### src/rtl/span_store_pkg.sv
package span_store_pkg;
    localparam int LANES  = 8;
    localparam int LANE_W = 8;
    localparam int BUS_W  = LANES * LANE_W;
    localparam int OFF_W  = $clog2(LANES);

    typedef enum logic {SPAN_HEAD = 1'b0, SPAN_TAIL = 1'b1} span_mode_e;
    typedef enum logic {WORD_NARROW = 1'b0, WORD_WIDE = 1'b1} word_size_e;

    typedef struct packed {
        logic [LANES-1:0] be;
        logic             probe;
        logic [BUS_W-1:0] data;
    } beat_body_t;

    // Lane numbering: lane 0 is the least significant byte of the bus.
    function automatic logic lane_on(int unsigned lane, word_size_e sz,
                                     span_mode_e md, logic [OFF_W-1:0] k);
        int unsigned span;
        int unsigned pos;
        span = (sz == WORD_WIDE) ? LANES : LANES / 2;
        if (lane >= span) return 1'b0;
        pos = span - 1 - lane;
        if (md == SPAN_HEAD) return pos >= 32'(k);
        return pos < 32'(k);
    endfunction

    function automatic logic [BUS_W-1:0] expand_lanes(logic [LANES-1:0] be);
        logic [BUS_W-1:0] m;
        for (int i = 0; i < LANES; i++) m[i*LANE_W +: LANE_W] = {LANE_W{be[i]}};
        return m;
    endfunction
endpackage

### src/rtl/span_lane_mask.sv
module span_lane_mask
    import span_store_pkg::*;
(
    input  word_size_e       sz,
    input  span_mode_e       md,
    input  logic [OFF_W-1:0] k,
    output logic [LANES-1:0] be,
    output logic             probe
);
    for (genvar g = 0; g < LANES; g++) begin : g_lane
        assign be[g] = lane_on(g, sz, md, k);
    end

    assign probe = (md == SPAN_TAIL) && (k == '0);
endmodule

### src/rtl/span_lane_data.sv
module span_lane_data
    import span_store_pkg::*;
(
    input  logic [BUS_W-1:0] src,
    input  logic [LANES-1:0] be,
    output logic [BUS_W-1:0] dst
);
    for (genvar g = 0; g < LANES; g++) begin : g_lane
        assign dst[g*LANE_W +: LANE_W] = be[g] ? src[g*LANE_W +: LANE_W] : '0;
    end
endmodule

### src/rtl/span_beat_hold.sv
module span_beat_hold
    import span_store_pkg::*;
#(
    parameter int ADDR_W = 32
) (
    input  logic              clk,
    input  logic              rst,
    input  logic              in_valid,
    output logic              in_ready,
    input  logic [ADDR_W-1:0] in_addr,
    input  beat_body_t        in_body,
    output logic              out_valid,
    input  logic              out_ready,
    output logic [ADDR_W-1:0] out_addr,
    output beat_body_t        out_body
);
    assign in_ready = !out_valid || out_ready;

    always_ff @(posedge clk) begin
        if (rst) begin
            out_valid <= 1'b0;
            out_addr  <= '0;
            out_body  <= '0;
        end else if (in_ready) begin
            out_valid <= in_valid;
            if (in_valid) begin
                out_addr <= in_addr;
                out_body <= in_body;
            end
        end
    end
endmodule

### src/rtl/span_store_gen.sv
module span_store_gen
    import span_store_pkg::*;
#(
    parameter int ADDR_W = 32
) (
    input  logic              clk,
    input  logic              rst,
    input  logic              req_valid,
    output logic              req_ready,
    input  logic [ADDR_W-1:0] req_addr,
    input  logic [BUS_W-1:0]  req_data,
    input  logic              req_tail,
    input  logic              req_wide,
    output logic              wr_valid,
    input  logic              wr_ready,
    output logic [ADDR_W-1:0] wr_addr,
    output logic [BUS_W-1:0]  wr_data,
    output logic [LANES-1:0]  wr_be,
    output logic              wr_probe
);
    localparam logic [ADDR_W-1:0] WIDE_LOW   = ADDR_W'(LANES - 1);
    localparam logic [ADDR_W-1:0] NARROW_LOW = ADDR_W'(LANES / 2 - 1);

    word_size_e        sz;
    span_mode_e        md;
    logic [OFF_W-1:0]  k;
    logic [ADDR_W-1:0] aligned;
    logic [LANES-1:0]  be_c;
    logic              probe_c;
    logic [BUS_W-1:0]  data_c;
    beat_body_t        body_c;
    beat_body_t        body_q;

    assign sz      = word_size_e'(req_wide);
    assign md      = span_mode_e'(req_tail);
    assign k       = (sz == WORD_WIDE) ? req_addr[OFF_W-1:0]
                                       : {1'b0, req_addr[OFF_W-2:0]};
    assign aligned = req_addr & ~((sz == WORD_WIDE) ? WIDE_LOW : NARROW_LOW);

    span_lane_mask u_mask (
        .sz    (sz),
        .md    (md),
        .k     (k),
        .be    (be_c),
        .probe (probe_c)
    );

    span_lane_data u_data (
        .src (req_data),
        .be  (be_c),
        .dst (data_c)
    );

    assign body_c = '{be: be_c, probe: probe_c, data: data_c};

    span_beat_hold #(.ADDR_W(ADDR_W)) u_hold (
        .clk       (clk),
        .rst       (rst),
        .in_valid  (req_valid),
        .in_ready  (req_ready),
        .in_addr   (aligned),
        .in_body   (body_c),
        .out_valid (wr_valid),
        .out_ready (wr_ready),
        .out_addr  (wr_addr),
        .out_body  (body_q)
    );

    assign wr_data  = body_q.data;
    assign wr_be    = body_q.be;
    assign wr_probe = body_q.probe;
endmodule

### config.mk
export PLATFORM = sky130hd
export DESIGN_NAME = span_store_gen
export DESIGN_NICKNAME = d
export VERILOG_FILES = /design/src/rtl/span_store_pkg.sv /design/src/rtl/span_lane_mask.sv /design/src/rtl/span_lane_data.sv /design/src/rtl/span_beat_hold.sv /design/src/rtl/span_store_gen.sv
export SDC_FILE = /design/constraint.sdc
export NUM_CORES = 1
export LEC_CHECK = 0
export ABC_CLOCK_PERIOD_IN_PS = 4000
export BUFFER_PORTS_ARGS = -buffer_cell sky130_fd_sc_hd__buf_2
export CORE_AREA = 2 2 121 123
export CTS_CLUSTER_DIAMETER = 100
export DETAILED_ROUTE_END_ITERATION = 7
export DIE_AREA = 0 0 123 125
export HOLD_SLACK_MARGIN = 0.08
export PLACE_DENSITY = 0.64
export SLEW_MARGIN = 10
export SYNTH_ARGS = -nofsm -noshare
export SYNTH_HDL_FRONTEND = slang
export SYNTH_HIERARCHICAL = 1
export SYNTH_SLANG_ARGS = --single-unit
### constraint.sdc
create_clock -name clk -period 4 [get_ports clk]
set_input_delay 0.4 -clock clk [delete_from_list [all_inputs] [get_ports clk]]
set_output_delay 0.4 -clock clk [all_outputs]
set_load 0.005 [all_outputs]
# Yosys cells after proc, flatten, opt, wreduce, memory -nomap -nowiden
# Index checks and enable logic that the tools add are counted.
[classes] n_addsub=8 bitwise=2 n_mux=60 magnitude_cmp=24 n_reduce_logical=5
[op_table] op="$ge 32x3->1" n=8
[op_table] op="$lt 32x3->1" n=8
[op_table] op="$ge 3x32->1 const A" n=4
[op_table] op="$sub 32x3->32 const B" n=4
[op_table] op="$mux 8" n=8
[op_table] op="$sub 32x1->32 const B" n=2
[op_table] op="$sub 32x2->32 const B" n=2
[op_table] op="$mux 1" n=49
[op_table] op="$and 32x32->32" n=1
[op_table] op="$ge 2x32->1 const A" n=1
[op_table] op="$not 3->32" n=1
[op_table] op="$ge 1x4->1 const A" n=2
[op_table] op="$mux 3" n=2
[op_table] op="$ge 2x4->1 const A" n=1
[op_table] op="$mux 4" n=1
[op_table] op="$logic_not 3->1" n=1
[op_table] op="$reduce_and 2->1" n=1
[op_table] op="$logic_and 1x1->1" n=1
[op_table] op="$logic_not 1->1" n=1
[op_table] op="$logic_or 1x1->1" n=1
[totals] word_cells=104 inputBits=102 out_inout_bits=107 ff_bits=106

# Depth between registers and ports, before layout
[logic_depth] ltp_word=8 ltp_mapped=9 ltp_nobuf=9

# Modules after synthesis
# Netlist, hierarchy kept.
[modules_own_cells] mod="span_beat_hold" area_each_um2=4852.2 n_inst=1 cells_per_inst=483
[modules_own_cells] mod="span_lane_data" area_each_um2=400.4 n_inst=1 cells_per_inst=64
[modules_own_cells] mod="span_lane_mask" area_each_um2=289.0 n_inst=1 cells_per_inst=40
[modules_own_cells] mod="span_store_gen" area_each_um2=20.0 n_inst=1 cells_per_inst=3

# Worst setup path after synthesis
# OpenSTA, ideal clock, no wires.
[synth_timing] path_type="input to register" from="in req_wide" to="reg u_hold/out_body[40] (netlist bit)" arrival_time_ps=1827 stages=8 setup_slack_ps=2102 n_path_buf=0 t_required_ps=3929 path_cell_list="and2_2 inv_1 ha_1 a211oi_2 mux2i_1 and2_1 nand3_1 a21oi_2"
[synth_between] elab_chain_cells=8 word_cells_on_any_way=12 classes_between="2 x add/sub; 3 x order compare; 7 x mux"
[synth_lines] element="from (decl)" line_no="span_store_gen.sv:13" text="input logic req_wide,"
[synth_lines] element="$mux 4" line_no="span_store_pkg.sv:21" text="span = (sz == WORD_WIDE) ? LANES : LANES / 2;"
[synth_lines] element="$sub 32x1->32" line_no="span_store_pkg.sv:23" text="pos = span - 1 - lane;"
[synth_lines] element="$sub 32x3->32" line_no="span_store_pkg.sv:23"
[synth_lines] element="$ge 32x3->1" line_no="span_store_pkg.sv:24" text="if (md == SPAN_HEAD) return pos >= 32'(k);"
[synth_lines] element="$mux 1" line_no="span_store_pkg.sv:24"
[synth_lines] element="$mux 1" line_no="span_store_pkg.sv:25" text="return pos < 32'(k);"
[synth_lines] element="$mux 1 *" line_no="span_store_pkg.sv:23"
[synth_lines] element="named net be_c[5]" line_no="span_store_gen.sv:28" text="logic [LANES-1:0] be_c;"
[synth_lines] element="$mux 8 *" line_no="span_lane_data.sv:9" text="assign dst[g*LANE_W +: LANE_W] = be[g] ? src[g*LANE_W +: LANE_W] : '0;"
[synth_lines] element="named net data_c[40]" line_no="span_store_gen.sv:30" text="logic [BUS_W-1:0] data_c;"
[synth_lines] element="to (signal assigned)" line_no="span_beat_hold.sv:28" text="out_body <= in_body;"
[synth_lines] element="to (decl)" line_no="span_beat_hold.sv:15" text="output beat_body_t out_body"
# The timed path passes the listed nets; every way through them passes the cells marked *.
# A chain may end at the register's enable or synchronous reset.

# Worst setup path after layout
[layout_timing] from="in req_wide" to="reg u_hold/out_body[13] (netlist bit)"
[layout_between] word_cells_on_any_way=12 classes_between="2 x add/sub; 3 x order compare; 7 x mux"
[layout_lines] element="$mux 3 *" line_no="span_store_gen.sv:36" text="assign k = (sz == WORD_WIDE) ? req_addr[OFF_W-1:0]"
[layout_lines] element="named net k[2]" line_no="span_store_gen.sv:26" text="logic [OFF_W-1:0] k;"
[layout_lines] element="$ge 32x3->1" line_no="span_store_pkg.sv:24"
[layout_lines] element="$mux 1" line_no="span_store_pkg.sv:24"
[layout_lines] element="$mux 1 *" line_no="span_store_pkg.sv:25"
[layout_lines] element="$mux 1 *" line_no="span_store_pkg.sv:23"
[layout_lines] element="named net be_c[1]" line_no="span_store_gen.sv:28"
[layout_lines] element="$mux 8 *" line_no="span_lane_data.sv:9"
[layout_lines] element="named net data_c[13]" line_no="span_store_gen.sv:30"
# Marked as above.

==> results.md <==
* Clk buf depth at 2
* Final WL at 13900 um
* Synth area leaders: dfxtp_1 (38%), a21bo_1 (13%), a21oi_2 (11%)
* Status: finished, final reports clean
* Final min period at 2.22 ns
* Peak Freq at 451 MHz
* Initial antenna violation count at 1
* CTS tree: done
* Area of the multi-input gates at 3080 sq um
* Buf+Inv Stages, Crit Path at 2
* Worst slack, placed at 1.31 ns
* Final setup violation count at 0
* Final worst setup slack at 1.78 ns
* Unique masters post-synth at 33
* GRT Overall Usage at between 10% and 20%
* Max Transition Viols Final at 0
* Flop-to-flop setup slack at slightly below 2 ns
* Remaining Overflow, GRT at 0
* CTS resizes at 0
* Main combinational cell family by area after synthesis: compound AO/OA/AOI/OAI gates
* Hold-fix buffers, CTS at 0
* Tightest Hold Check Type: primary input to flip-flop
* Nets at 865
* Post-route insts no fill at 946
* Die H at roughly 130 um
* Peak VDD IR at 0.195 mV
* Total CTS buffers at 9
* CP required at 4.27 ns
* Top_reg_cell synth: dfxtp_1
* Drt pass-1 iters at 4
* Die width at 123 um
* IO Port Bufs at roughly 210
* R2R Path Start: u_hold/out_valid$_SDFFE_PP0P_
* Area share of fa/ha/maj cells after synthesis at 1.57%
* Power, Total at approximately 2.6 mW
* PD cells at 372 nW/um^2
* Setup total negative slack at 0 ns
* Max-Cap Viols at 0
* Starting density of the core at 39.2%
* Dpl cells at 929
* Num ports at 209
* Die area at 15400 sq um
* Vias in the first global route at 4459
* Final period utilization at 55.4%
* Root buffer cell: clkbuf_16
* Worst path cell trace: buf_2, and2_2, inv_1, ha_1, a21oi_1, nor2_1, xnor2_1, and2_1, nand3_1, a21oi_1
* DR DRC count at 0
* Mapped Area at 5560 sq um
* Synth Area in Compound Gates at 34.6%
* Area of placed instances at 6550 sq um
* Critical Path AT at ~2.5 ns
* Setup skew after layout at 0.00577 ns
* Startpoint types: primary input
* Rows at 44
* Post-synthesis sequential area ratio at 38.2%
* FF-to-FF path depth at 4
* Worst Max-Slew Pin Slew at 1.06 ns
* Hold Fails Final Rpt at 0
* Simple-gate share of the synthesized area at between 10% and 20%
* Clk_lat worst skew at 0.34 ns
* Wire per inst at 14.7 um
* Post-Synthesis Cells at 590
* Syn_area_per_cell at 9.43 sq um
* Via-to-Cell Ratio at about 5
* Lkg Pwr at 2.99 nW
* #FFs+latches synth at between 100 and 150
* Worst setup path endpoint: u_hold/out_body[13]$_SDFFE_PP0P_
* DP HPWL at 9250 um
* Worst path slowest cell: xnor2_1
* Share of the synthesized area in the top cell type at 38.2%
* Final core utilization at 48.7%
* RSZ-0062 raised after global routing: no
* First-pass GRT wire length at 21800 um
* FF+latch area at 2120 sq um
* Critical path type: primary input to flip-flop
* Final Cell Area at a little under 7000 sq um
* Initial drt markers at 220
* Most common cell in the netlist: dfxtp_1
* Core Box Area at about 14000 sq um
* Clk slew on worst S/H paths at 0.07 ns
* Setup crit start: req_wide
* CP max FO at 10
* Reg2reg end: u_hold/out_addr[27]$_SDFFE_PP0P_
* Slew headroom at just under 30%
* # clock sinks at approximately 110
* Area share of xor/xnor cells in the synthesized design at 0.472%
* Warnings from Yosys at 6
* CP top delay family: simple AND/OR/NAND/NOR gates
* Fraction of layout cells with a size suffix above 1 at roughly 45%
* Asr flop ratio synth at 0%
* EDFF count, synth at 0
* Syn-to-layout area delta at 24.3%
* Post-synthesis mux area share at 0.360%
* Area leader, netlist: dfxtp_1
* Total number of vias at 4753
* Commonest cells post-synth: dfxtp_1 (106), nand3_1 (105), a21bo_1 (73), a21oi_2 (73), and2_1 (64)
* H-tree levels at 3
* Levels on crit path at 10
* Final antenna-violating net count at 0
* RePlAce Congestion at 0.762
* Postcts setup bufs at 0
* Largest net degree at the start of global routing at 143
* Most frequent cell on the critical path: a21oi_1
* Critical Path End Type: flip-flop
* Fill count at 1373
* Critical Path Max Stage Delay at 0.55 ns
* Hold WS at slightly above 0.3 ns
==> registers in the layout, summed over array words and instances (netlist names) <==
register / flops
u_hold/out_body: 73
u_hold/out_addr: 32
u_hold/out_valid: 1
==> how the worst min path moves through the flow <==
stage                                startpoint                          endpoint  depth (start not counted)
2_1_floorplan                      req_addr[28]  u_hold/out_addr[28]$_SDFFE_PP0P_                          2
3_3_place_gp   u_hold/out_body[17]$_SDFFE_PP0P_  u_hold/out_body[17]$_SDFFE_PP0P_                          2
3_5_place_dp   u_hold/out_body[24]$_SDFFE_PP0P_  u_hold/out_body[24]$_SDFFE_PP0P_                          2
4_1_cts                            req_addr[28]  u_hold/out_addr[28]$_SDFFE_PP0P_                          3
5_1_grt                            req_addr[31]  u_hold/out_addr[31]$_SDFFE_PP0P_                          3
6_report                           req_addr[28]  u_hold/out_addr[28]$_SDFFE_PP0P_                          3
==> layout make-up <==
type,instances,share of cell area [%]
antenna,1,0.0362
clock buffer,11,3.66
clock inverter,5,1.56
inverter,5,0.271
multi-input combinational,419,44.5
sequential,106,30.7
tap,184,3.33
timing repair buffer,215,15.9
==> worst reg2reg max path: stages (launching register included) <==
cell and delay, ns:
dfxtp_1 0.34, nand2b_4 0.76, buf_4 0.54, nand3_1 0.17, a21oi_2 0.18
==> cells by family (layout without fill, tap and decap cells) <==
logic type,count (synthesis),count (layout)
AND/OR/NAND/NOR,184,184
buffers and inverters,66,236
AO/OA/AOI/OAI,221,221
flip-flops,106,106
XOR/XNOR,3,3
adder cells (fa/ha/maj),7,7
other,1,3
multiplexers,2,2
==> metal layers <==
layer / global-route usage [%] / part of all wire, % / wire, um / vias up
li1: - / - / - / 2385
met1: 22.2 / 45 / 6320 / 2224
met2: 28.2 / 46 / 6440 / 123
met3: 4.33 / 6.2 / 857 / 21
met4: 6.42 / 2.2 / 302 / 0
met5: 0 / 0 / 0 / -
==> report_power, final <==
group	internal [mW]	switching (mW)	total (mW)
registers	1.11	0.0229	1.13
clock network	0.650	0.399	1.05
logic	0.180	0.212	0.392
==> cell usage in the layout (no fill, tap or decap), types with 4 or more instances in the layout <==
cell	instances
buf_4	8
a21bo_1	73
dfxtp_1	106
buf_2	206
ha_1	7
and2_1	64
a21oi_1	36
nand3_1	105
nor2_1	5
inv_1	4
clkbuf_16	9
a21oi_2	73
a21bo_2	32
Note: power is estimated with default switching activity, not from simulation.
